[config.mk]
export PLATFORM = sky130hd
export DESIGN_NAME = key_guard_top
export DESIGN_NICKNAME = d
export VERILOG_FILES = /design/src/rtl/key_guard_pkg.sv /design/src/rtl/key_guard_ctrl.sv /design/src/rtl/key_guard_dp.sv /design/src/rtl/key_guard_top.sv
export SDC_FILE = /design/constraint.sdc
export NUM_CORES = 1
export LEC_CHECK = 0
export ABC_CLOCK_PERIOD_IN_PS = 1500
export BUFFER_PORTS_ARGS = -buffer_cell sky130_fd_sc_hd__buf_2
export CORE_MARGIN = 3
export CORE_UTILIZATION = 45
export DETAILED_ROUTE_END_ITERATION = 7
export PLACE_DENSITY = 0.75
export SLEW_MARGIN = 20
export SYNTH_ARGS = -nofsm -noshare
export SYNTH_HDL_FRONTEND = slang
export SYNTH_SLANG_ARGS = --single-unit
[constraint.sdc]
create_clock -name clk -period 1.5 [get_ports clk]
set_input_delay 0.075 -clock clk [delete_from_list [all_inputs] [get_ports clk]]
set_output_delay 0.075 -clock clk [all_outputs]
set_load 0.1 [all_outputs]
[src/rtl/key_guard_pkg.sv]
package key_guard_pkg;

  typedef enum logic [1:0] {
    LK_CLOSED = 2'd0,
    LK_ARMED  = 2'd1,
    LK_OPEN   = 2'd2
  } lock_state_e;

  // Strobes from the control FSM to the datapath
  typedef struct packed {
    logic keyWr;
    logic ctrlLoad;
    logic unlocked;
  } guard_strobe_t;

endpackage

[src/rtl/key_guard_ctrl.sv]
module key_guard_ctrl
  import key_guard_pkg::*;
#(
  parameter int unsigned ADDR_W     = 4,
  parameter int unsigned DATA_W     = 8,
  parameter int unsigned KEY_ADDR   = 0,
  parameter int unsigned CTRL_ADDR  = 1,
  parameter int unsigned KEY_FIRST  = 'h87,
  parameter int unsigned KEY_SECOND = 'h59
) (
  input  logic              clk,
  input  logic              rstN,
  input  logic [ADDR_W-1:0] busAddr,
  input  logic              busWe,
  input  logic [DATA_W-1:0] busWdata,
  output guard_strobe_t     strobes
);

  localparam logic [ADDR_W-1:0] KeyA  = ADDR_W'(KEY_ADDR);
  localparam logic [ADDR_W-1:0] CtrlA = ADDR_W'(CTRL_ADDR);
  localparam logic [DATA_W-1:0] Key1  = DATA_W'(KEY_FIRST);
  localparam logic [DATA_W-1:0] Key2  = DATA_W'(KEY_SECOND);

  lock_state_e lockState, lockNext;
  logic        isKeyWr;
  logic        isCtrlWr;
  logic        isKey1;
  logic        isKey2;

  always_comb begin
    isKeyWr  = busWe && (busAddr == KeyA);
    isCtrlWr = busWe && (busAddr == CtrlA);
    isKey1   = (busWdata == Key1);
    isKey2   = (busWdata == Key2);
  end

  // Sequence tracking: only key-register writes move the state
  always_comb begin
    lockNext = lockState;
    if (isKeyWr) begin
      unique case (lockState)
        LK_CLOSED: lockNext = isKey1 ? LK_ARMED : LK_CLOSED;
        LK_ARMED: begin
          if (isKey2)      lockNext = LK_OPEN;
          else if (isKey1) lockNext = LK_ARMED;
          else             lockNext = LK_CLOSED;
        end
        LK_OPEN:   lockNext = (isKey1 || isKey2) ? LK_OPEN : LK_CLOSED;
        default:   lockNext = LK_CLOSED;
      endcase
    end
  end

  always_ff @(posedge clk or negedge rstN) begin
    if (!rstN) lockState <= LK_CLOSED;
    else       lockState <= lockNext;
  end

  always_comb begin
    strobes.keyWr    = isKeyWr;
    strobes.unlocked = (lockState == LK_OPEN);
    strobes.ctrlLoad = isCtrlWr && (lockState == LK_OPEN);
  end

  AST_OPEN_NEEDS_SECOND: assert property (@(posedge clk) disable iff (!rstN)
    $rose(strobes.unlocked) |-> $past(busWe && busAddr == KeyA && busWdata == Key2));

  AST_BAD_KEY_RELOCKS: assert property (@(posedge clk) disable iff (!rstN)
    (busWe && busAddr == KeyA && busWdata != Key1 && busWdata != Key2) |=> !strobes.unlocked);

  AST_OPEN_PERSISTS: assert property (@(posedge clk) disable iff (!rstN)
    (strobes.unlocked && !(busWe && busAddr == KeyA)) |=> strobes.unlocked);

endmodule

[src/rtl/key_guard_dp.sv]
module key_guard_dp
  import key_guard_pkg::*;
#(
  parameter int unsigned ADDR_W    = 4,
  parameter int unsigned DATA_W    = 8,
  parameter int unsigned CTRL_ADDR = 1,
  parameter int unsigned STAT_ADDR = 2,
  parameter int unsigned MODE_BIT  = 0
) (
  input  logic              clk,
  input  logic              rstN,
  input  guard_strobe_t     strobes,
  input  logic [ADDR_W-1:0] busAddr,
  input  logic [DATA_W-1:0] busWdata,
  input  logic              idleWake,
  output logic [DATA_W-1:0] busRdata,
  output logic              modeReq
);

  localparam logic [ADDR_W-1:0] CtrlA = ADDR_W'(CTRL_ADDR);
  localparam logic [ADDR_W-1:0] StatA = ADDR_W'(STAT_ADDR);

  logic [DATA_W-1:0] ctrlReg;

  always_ff @(posedge clk or negedge rstN) begin
    if (!rstN)                 ctrlReg <= '0;
    else if (strobes.ctrlLoad) ctrlReg <= busWdata;
  end

  // Mode level follows the stored bit only at wake-up from idle
  always_ff @(posedge clk or negedge rstN) begin
    if (!rstN)         modeReq <= 1'b0;
    else if (idleWake) modeReq <= ctrlReg[MODE_BIT];
  end

  // Key register and unmapped addresses read as zero
  always_comb begin
    busRdata = '0;
    if (busAddr == CtrlA)      busRdata = ctrlReg;
    else if (busAddr == StatA) busRdata = DATA_W'(strobes.unlocked);
  end

  AST_CTRL_HELD: assert property (@(posedge clk) disable iff (!rstN)
    !strobes.ctrlLoad |=> $stable(ctrlReg));

  AST_MODE_ONLY_ON_WAKE: assert property (@(posedge clk) disable iff (!rstN)
    !idleWake |=> $stable(modeReq));

  AST_MODE_USES_OLD_BIT: assert property (@(posedge clk) disable iff (!rstN)
    idleWake |=> (modeReq == $past(ctrlReg[MODE_BIT])));

endmodule

[src/rtl/key_guard_top.sv]
module key_guard_top
  import key_guard_pkg::*;
#(
  parameter int unsigned ADDR_W     = 4,
  parameter int unsigned DATA_W     = 8,
  parameter int unsigned KEY_ADDR   = 0,
  parameter int unsigned CTRL_ADDR  = 1,
  parameter int unsigned STAT_ADDR  = 2,
  parameter int unsigned KEY_FIRST  = 'h87,
  parameter int unsigned KEY_SECOND = 'h59,
  parameter int unsigned MODE_BIT   = 0
) (
  input  logic              clk,
  input  logic              rstN,
  input  logic [ADDR_W-1:0] busAddr,
  input  logic              busWe,
  input  logic [DATA_W-1:0] busWdata,
  output logic [DATA_W-1:0] busRdata,
  input  logic              idleWake,
  output logic              modeReq
);

  guard_strobe_t strobes;

  key_guard_ctrl #(
    .ADDR_W(ADDR_W), .DATA_W(DATA_W), .KEY_ADDR(KEY_ADDR), .CTRL_ADDR(CTRL_ADDR),
    .KEY_FIRST(KEY_FIRST), .KEY_SECOND(KEY_SECOND)
  ) ctrl_i (
    .clk(clk), .rstN(rstN), .busAddr(busAddr), .busWe(busWe),
    .busWdata(busWdata), .strobes(strobes)
  );

  key_guard_dp #(
    .ADDR_W(ADDR_W), .DATA_W(DATA_W), .CTRL_ADDR(CTRL_ADDR),
    .STAT_ADDR(STAT_ADDR), .MODE_BIT(MODE_BIT)
  ) dp_i (
    .clk(clk), .rstN(rstN), .strobes(strobes), .busAddr(busAddr),
    .busWdata(busWdata), .idleWake(idleWake), .busRdata(busRdata), .modeReq(modeReq)
  );

endmodule

==> results_dict.tcl, run 1 <==
set metrics [dict create \
    die_width_um 43.2 \
    busiest_layer "met2" \
    met2_usage 0.307 \
    synth-seq-cells 11 \
    grt_pass1_vias 545 \
    ant_nets 0 \
    fin_nets 98 \
    syn_to_final_growth_pct 52.1 \
    gr-usage-all-layers 0.189 \
    diodes 0 \
    cp_slowest_cell "dfrtp_1" \
    cts_tree "done" \
    power_frac_comb 0.095 \
    drt-vias-per-instance 5.26 \
    io_buffers 24 \
    p_int_uw 422 \
    critical_path_required_ns 1.65 \
    crit_type "reg -> reg" \
    syn_inst 49 \
    yosysTopAreaCellShare 0.443 \
    drive_gt1_frac 0.642 \
    timing.final.crit_share 0.986 \
    die-area_mm2 0.00186 \
    fmax_ghz 0.676 \
    postLayoutCellArea_um2 946 \
    numCtsBuffers 3 \
    drtIter0Drc 8 \
    drc 0 \
    place.gp.congestion 0.727 \
    critPathLaunchType "flop" \
    n_fill_cell 69 \
    yosysUniqueCellTypes 20 \
    io_pins 25 \
    dr_total_vias 500 \
    synth.most_common_cell "dfrtp_1" \
    synth_warnings 0 \
    synth-edff-count 0 \
    drv_cap 0 \
    synth_top_area_cell "dfrtp_1" \
    cts.htree.levels 1 \
    drt_wl_total_mm 1.50 \
    clock_sinks 11 \
    routedWlPerCell_um 15.8 \
    async_flop_share 1.00 \
    rows 12 \
    min_period_ns 1.48 \
    antenna_found_initial 0 \
    place_area_um2 878 \
    yosys-top-cells-count "dfrtp_1 (11), mux2_4 (8), and3_2 (7)" \
    grt_max_degree 12 \
    finalMaxSlewViolations 0 \
    clock_latency_ns 0.26 \
    grt_first_pass_wirelength_mm 2.62 \
    maxSlewHeadroom 0.680 \
    yosysSeqAreaShare 0.443 \
    gr-usage-met1 0.251 \
    synth_area_leaders "dfrtp_1 (44%), mux2_4 (19%), and3_2 (8.5%)" \
    p_sw_uw 125 \
    synthesis.area_um2 622 \
    path_buf_inv 1 \
    cpPeakStageDelay_ns 0.41 \
    p_leak_uw 0.000466 \
    outcome "completed" \
    setup-tns-final_ns 0 \
    endpoint_kind "flop" \
    clk_pin_slew_ns 0.07 \
    initial_core_util 0.518 \
    root_buffer "clkbuf_4" \
    crit_chain "nor2b_2, buf_4, and4_4, mux2_4" \
    core_area_mm2 0.00120 \
    clkPwrFrac 0.363 \
    worst_pin_slew_ns 0.484 \
    overflow 0 \
    power_density_mw_per_mm2 579 \
    cp.arrival_ns 1.63 \
    irDropWorstVdd_v 0.000337 \
    path_max_fanout 8 \
    hpwl_mm 1.18 \
    final-hold-violation-count 0 \
    dr.pass1.iters 2 \
    clock_path_buffers 2 \
    utilization 0.788 \
    syn-mean-instance-area_um2 12.7 \
    syn-num-nets 65 \
    ys.flop_type "dfrtp_1" \
    critPathTopFamily "simple AND/OR/NAND/NOR gates" \
    skew_ns 0.00100 \
    use_met3 0.0508 \
    hold_class "in -> reg" \
    setup_viol_count_final 0 \
    power.share.sequential 0.542 \
    fp.dieH_um 43.2 \
    p_sw_frac 0.229 \
]
## routing by layer
layer  up-vias  wire, µm  part of all wire
met5         -         0                 0
met4         0         0                 0
met3         0       104             0.069
met2        19       765              0.51
met1       235       629              0.42
li1        246         -                 -
## what timing repair did
item                                    CTS  global route
gates resized for setup                   1             1
endpoints found under the hold margin    11             0
setup buffers                             0             3
endpoints found under the setup margin    1             1
pin swaps                                 0             2
gates cloned                              0             0
hold buffers                              1             0
## registers in the layout, indices dropped and copies added, names as in the netlist
register          flops
ctrl_i.lockState      2
dp_i.ctrlReg          8
dp_i.modeReq          1
## power groups by stage
stage	clock network (µW)	logic, µW	registers (µW)
floorplan	0	8.69	302
global placement	0	49.1	302
detailed placement	0	50.4	302
CTS	204	52.4	297
global route	215	59.3	297
finish	198	52.3	297
## layout make-up
cell class	instances	area, µm²	share of cell area
Inverter	1	3.75	0.00397
Sequential cell	11	275	0.291
Multi-Input combinational cell	36	343	0.362
Clock buffer	4	26.3	0.0278
Timing Repair Buffer	29	280	0.296
Tap cell	14	17.5	0.0185
## metrics by stage
step	hold slack, ns	instances	total power (µW)	worst slack (ns)
floorplan	-0.221	49	311	0.00782
global placement	-0.0455	87	351	0.141
detailed placement	-0.0422	87	353	0.0962
CTS	0.0537	92	553	0.0516
global route	0.0655	95	571	-0.0408
finish	0.0577	95	547	0.0213
## cells in the final DEF, fill, tap and decap left out, drive strengths merged
master	netlist	layout
clkbuf	0	4
inv	1	1
dlygate4sd3	0	1
o21ai	2	2
buf	1	28
nor3	2	2
nand3	2	2
nand4b	1	1
and4	2	2
and3	7	7
nor2b	2	2
nor4b	2	2
nand2	3	3
mux2	9	9
nor2	1	1
nand2b	1	1
dfrtp	11	11
nand4bb	1	1
a31oi	1	1
## worst paths after layout
kind | cells past startpoint | startpoint | end | slack (ns)
max in group asynchronous | 2 | rstN | ctrl_i.lockState[0] | 1.10
worst max-delay path | 4 | ctrl_i.lockState[0] | dp_i.ctrlReg[6] | 0.02
min in group asynchronous | 2 | rstN | dp_i.ctrlReg[5] | 0.20
worst min register to register | 1 | ctrl_i.lockState[1] | ctrl_i.lockState[0] | 0.50
worst min-delay path | 2 | busWdata[0] | dp_i.ctrlReg[0] | 0.06
worst max register to register | 4 | ctrl_i.lockState[0] | dp_i.ctrlReg[6] | 0.02
## cell families (layout without fill, tap and decap cells)
logic type,Yosys count,after routing,share of synthesized area
AO/OA/AOI/OAI,3,3,0.0262
flip-flops,11,11,0.443
buffers and inverters,2,34,0.0382
multiplexers,9,9,0.211
AND/OR/NAND/NOR,24,24,0.282
Power figures use the tool's default switching activity.
==> run 2: changes to the inputs <==
--- a/config.mk
+++ b/config.mk
@@ -8,10 +8,11 @@
 export ABC_CLOCK_PERIOD_IN_PS = 1500
 export BUFFER_PORTS_ARGS = -buffer_cell sky130_fd_sc_hd__buf_2
 export CORE_MARGIN = 3
-export CORE_UTILIZATION = 45
+export CORE_UTILIZATION = 38
 export DETAILED_ROUTE_END_ITERATION = 7
-export PLACE_DENSITY = 0.75
+export PLACE_DENSITY = 0.66
 export SLEW_MARGIN = 20
 export SYNTH_ARGS = -nofsm -noshare
 export SYNTH_HDL_FRONTEND = slang
+export SYNTH_HIERARCHICAL = 1
 export SYNTH_SLANG_ARGS = --single-unit
==> run 2 against run 1 <==
  * Flip-flop and latch count stayed put
  * Highest routed layer is now met4
  * Critical path depth stayed put
  * First-iteration DRC count is 13% higher
  * Sequential share of layout area is 0.53 points lower
  * Largest power group unchanged
  * Setup slack better by 0.031 ns
  * Clock skew is 0.0018 ns higher
  * Non-clock buffer count is 4 higher
  * Synthesized cell count is 2.0% higher
  * Design area is 1.9% higher
  * Clock-buffer cell count stayed put
  * Global-route usage is 3.1 points lower
==> results_dict.tcl, run 2 <==
set metrics [dict create \
    core_area_mm2 0.00138 \
    skew_ns 0.00277 \
    outcome "completed" \
    initial_core_util 0.429 \
    crit_chain "nor2b_4, nand3b_1, a211oi_4, buf_12" \
    drt-vias-per-instance 5.07 \
    syn-num-nets 66 \
    rsz0062_at_grt "false" \
    timing.final.crit_share 0.965 \
    final-hold-violation-count 0 \
    finalMaxSlewViolations 0 \
    placed_cells 92 \
    cpPeakStageDelay_ns 0.41 \
    min_period_ns 1.45 \
    cts_tree "done" \
    cts.htree.levels 1 \
    cp_slowest_cell "dfrtp_1" \
    layout.cells.non_filler 101 \
    fp.dieH_um 45.5 \
    grt_first_pass_wirelength_mm 2.35 \
    dr.pass1.iters 3 \
    largest_reg_flops 8 \
    setup_viol_count_final 0 \
    p_leak_uw 0.000477 \
    endpoint_kind "output pin" \
    synthesis.area_um2 593 \
    antenna_found_initial 0 \
    synth_warnings 6 \
    fmax_ghz 0.691 \
    critical_path_required_ns 1.42 \
    rows 13 \
    final_cell_mix "buf_2 (16), dfrtp_1 (11), mux2_2 (9), buf_4 (8), buf_12 (8)" \
    clock_sinks 11 \
    die-area_mm2 0.00207 \
    clock_latency_ns 0.26 \
    fin_nets 103 \
    root_buffer "clkbuf_4" \
    ant_nets 0 \
    regMostFlops "dp_i/ctrlReg" \
    grt_pass1_vias 579 \
    hold_class "in -> reg" \
    dr_total_vias 512 \
    p_total_uw 548 \
    drt_wl_total_mm 1.38 \
    maxSlewHeadroom 0.681 \
    place.gp.congestion 0.696 \
    drc 0 \
    die_width_um 45.5 \
    irDropWorstVdd_v 0.000489 \
    crit_type "reg -> out" \
    numCtsBuffers 3 \
    reg_top3 "dp_i/ctrlReg x8, ctrl_i/lockState x2, dp_i/modeReq x1" \
    syn_inst 50 \
    critPathLaunchType "flop" \
    worst_pin_slew_ns 0.482 \
    clk_pin_slew_ns 0.07 \
    io_buffers 24 \
    clock_path_buffers 2 \
    overflow 0 \
    power_density_mw_per_mm2 569 \
    drv_cap 0 \
    grt_max_degree 12 \
    path_max_fanout 2 \
    hpwl_mm 1.07 \
    final_common_cell "buf_2" \
    setup-tns-final_ns 0 \
    n_fill_cell 105 \
    syn-mean-instance-area_um2 11.9 \
    cp.arrival_ns 1.37 \
    syn_to_final_growth_pct 62.4 \
    routedWlPerCell_um 13.6 \
    gr-usage-all-layers 0.158 \
    diodes 0 \
    drive_gt1_frac 0.570 \
    drtIter0Drc 9 \
    io_pins 25 \
]
[run 2: cell count changes in the layout (fill, tap and decap cells not counted), sizes merged, moves of 2 or more]
cell,previous run,this run
and2,0,7
nor3,2,0
and3,7,0
and4,2,0
nor4bb,0,2
and4b,0,2
buf,28,32
nand3b,0,3
[run 2: final cells by class]
type | count | area [µm²] | share of cell area
Multi-Input combinational cell | 37 | 328 | 0.340
Timing Repair Buffer | 33 | 310 | 0.322
Sequential cell | 11 | 275 | 0.286
Clock buffer | 4 | 26.3 | 0.0273
Tap cell | 15 | 18.8 | 0.0195
Inverter | 1 | 5.00 | 0.00519
[run 2: timing repair]
item                                    in CTS  in global routing
endpoints found under the setup margin       1                  7
hold endpoints to repair                    11                  0
gates cloned                                 0                  0
pin swaps                                    2                  1
hold buffers                                 1                  0
gates resized for setup                      1                  1
buffers inserted                             3                  1
[run 2: through the flow]
step,utilization,area [µm²],setup WS (ns),hold WS (ns)
3_5_place_dp,0.643,890,-0.00279,-0.0471
5_1_grt,0.697,963,0.000814,0.0585
3_3_place_gp,0.643,890,0.0243,-0.0455
6_report,0.697,963,0.0525,0.0589
4_1_cts,0.688,951,0.00382,0.0509
2_1_floorplan,-,606,-0.140,-0.221
[run 2: routing by layer]
layer | vias up | share of wire | track usage
li1 | 254 | - | -
met1 | 241 | 0.41 | 0.164
met2 | 15 | 0.52 | 0.290
met3 | 2 | 0.065 | 0.0316
met4 | 0 | 0.0058 | 0.0877
met5 | - | 0 | 0
[run 2: worst max-delay path: cells and delay by family, from the launching register on]
family,cells,cell delay [ns]
buffers and inverters,1,0.21
AO/OA/AOI/OAI,1,0.26
AND/OR/NAND/NOR,2,0.24
flip-flops,1,0.41
[run 2: report_power, final]
group / internal [µW] / total (µW) / leakage, µW / switching [µW]
Sequential: 297 / 297 / 0.000154 / 0.138
Clock: 103 / 195 / 0.0000150 / 92.2
Combinational: 29.2 / 56.3 / 0.000309 / 27.1
Total: 428 / 548 / 0.000477 / 119
[run 2: final timing paths]
check                                         start                   to  slack [ns]  cells past startpoint
worst max register to register  ctrl_i/lockState[0]      dp_i/ctrlReg[6]        0.08                      6
worst max-delay path            ctrl_i/lockState[0]          busRdata[0]        0.05                      4
max in group asynchronous                      rstN  ctrl_i/lockState[1]        1.10                      2
min in group asynchronous                      rstN      dp_i/ctrlReg[7]        0.21                      2
worst min register to register      dp_i/ctrlReg[4]      dp_i/ctrlReg[4]        0.50                      1
worst min-delay path                       idleWake         dp_i/modeReq        0.06                      2
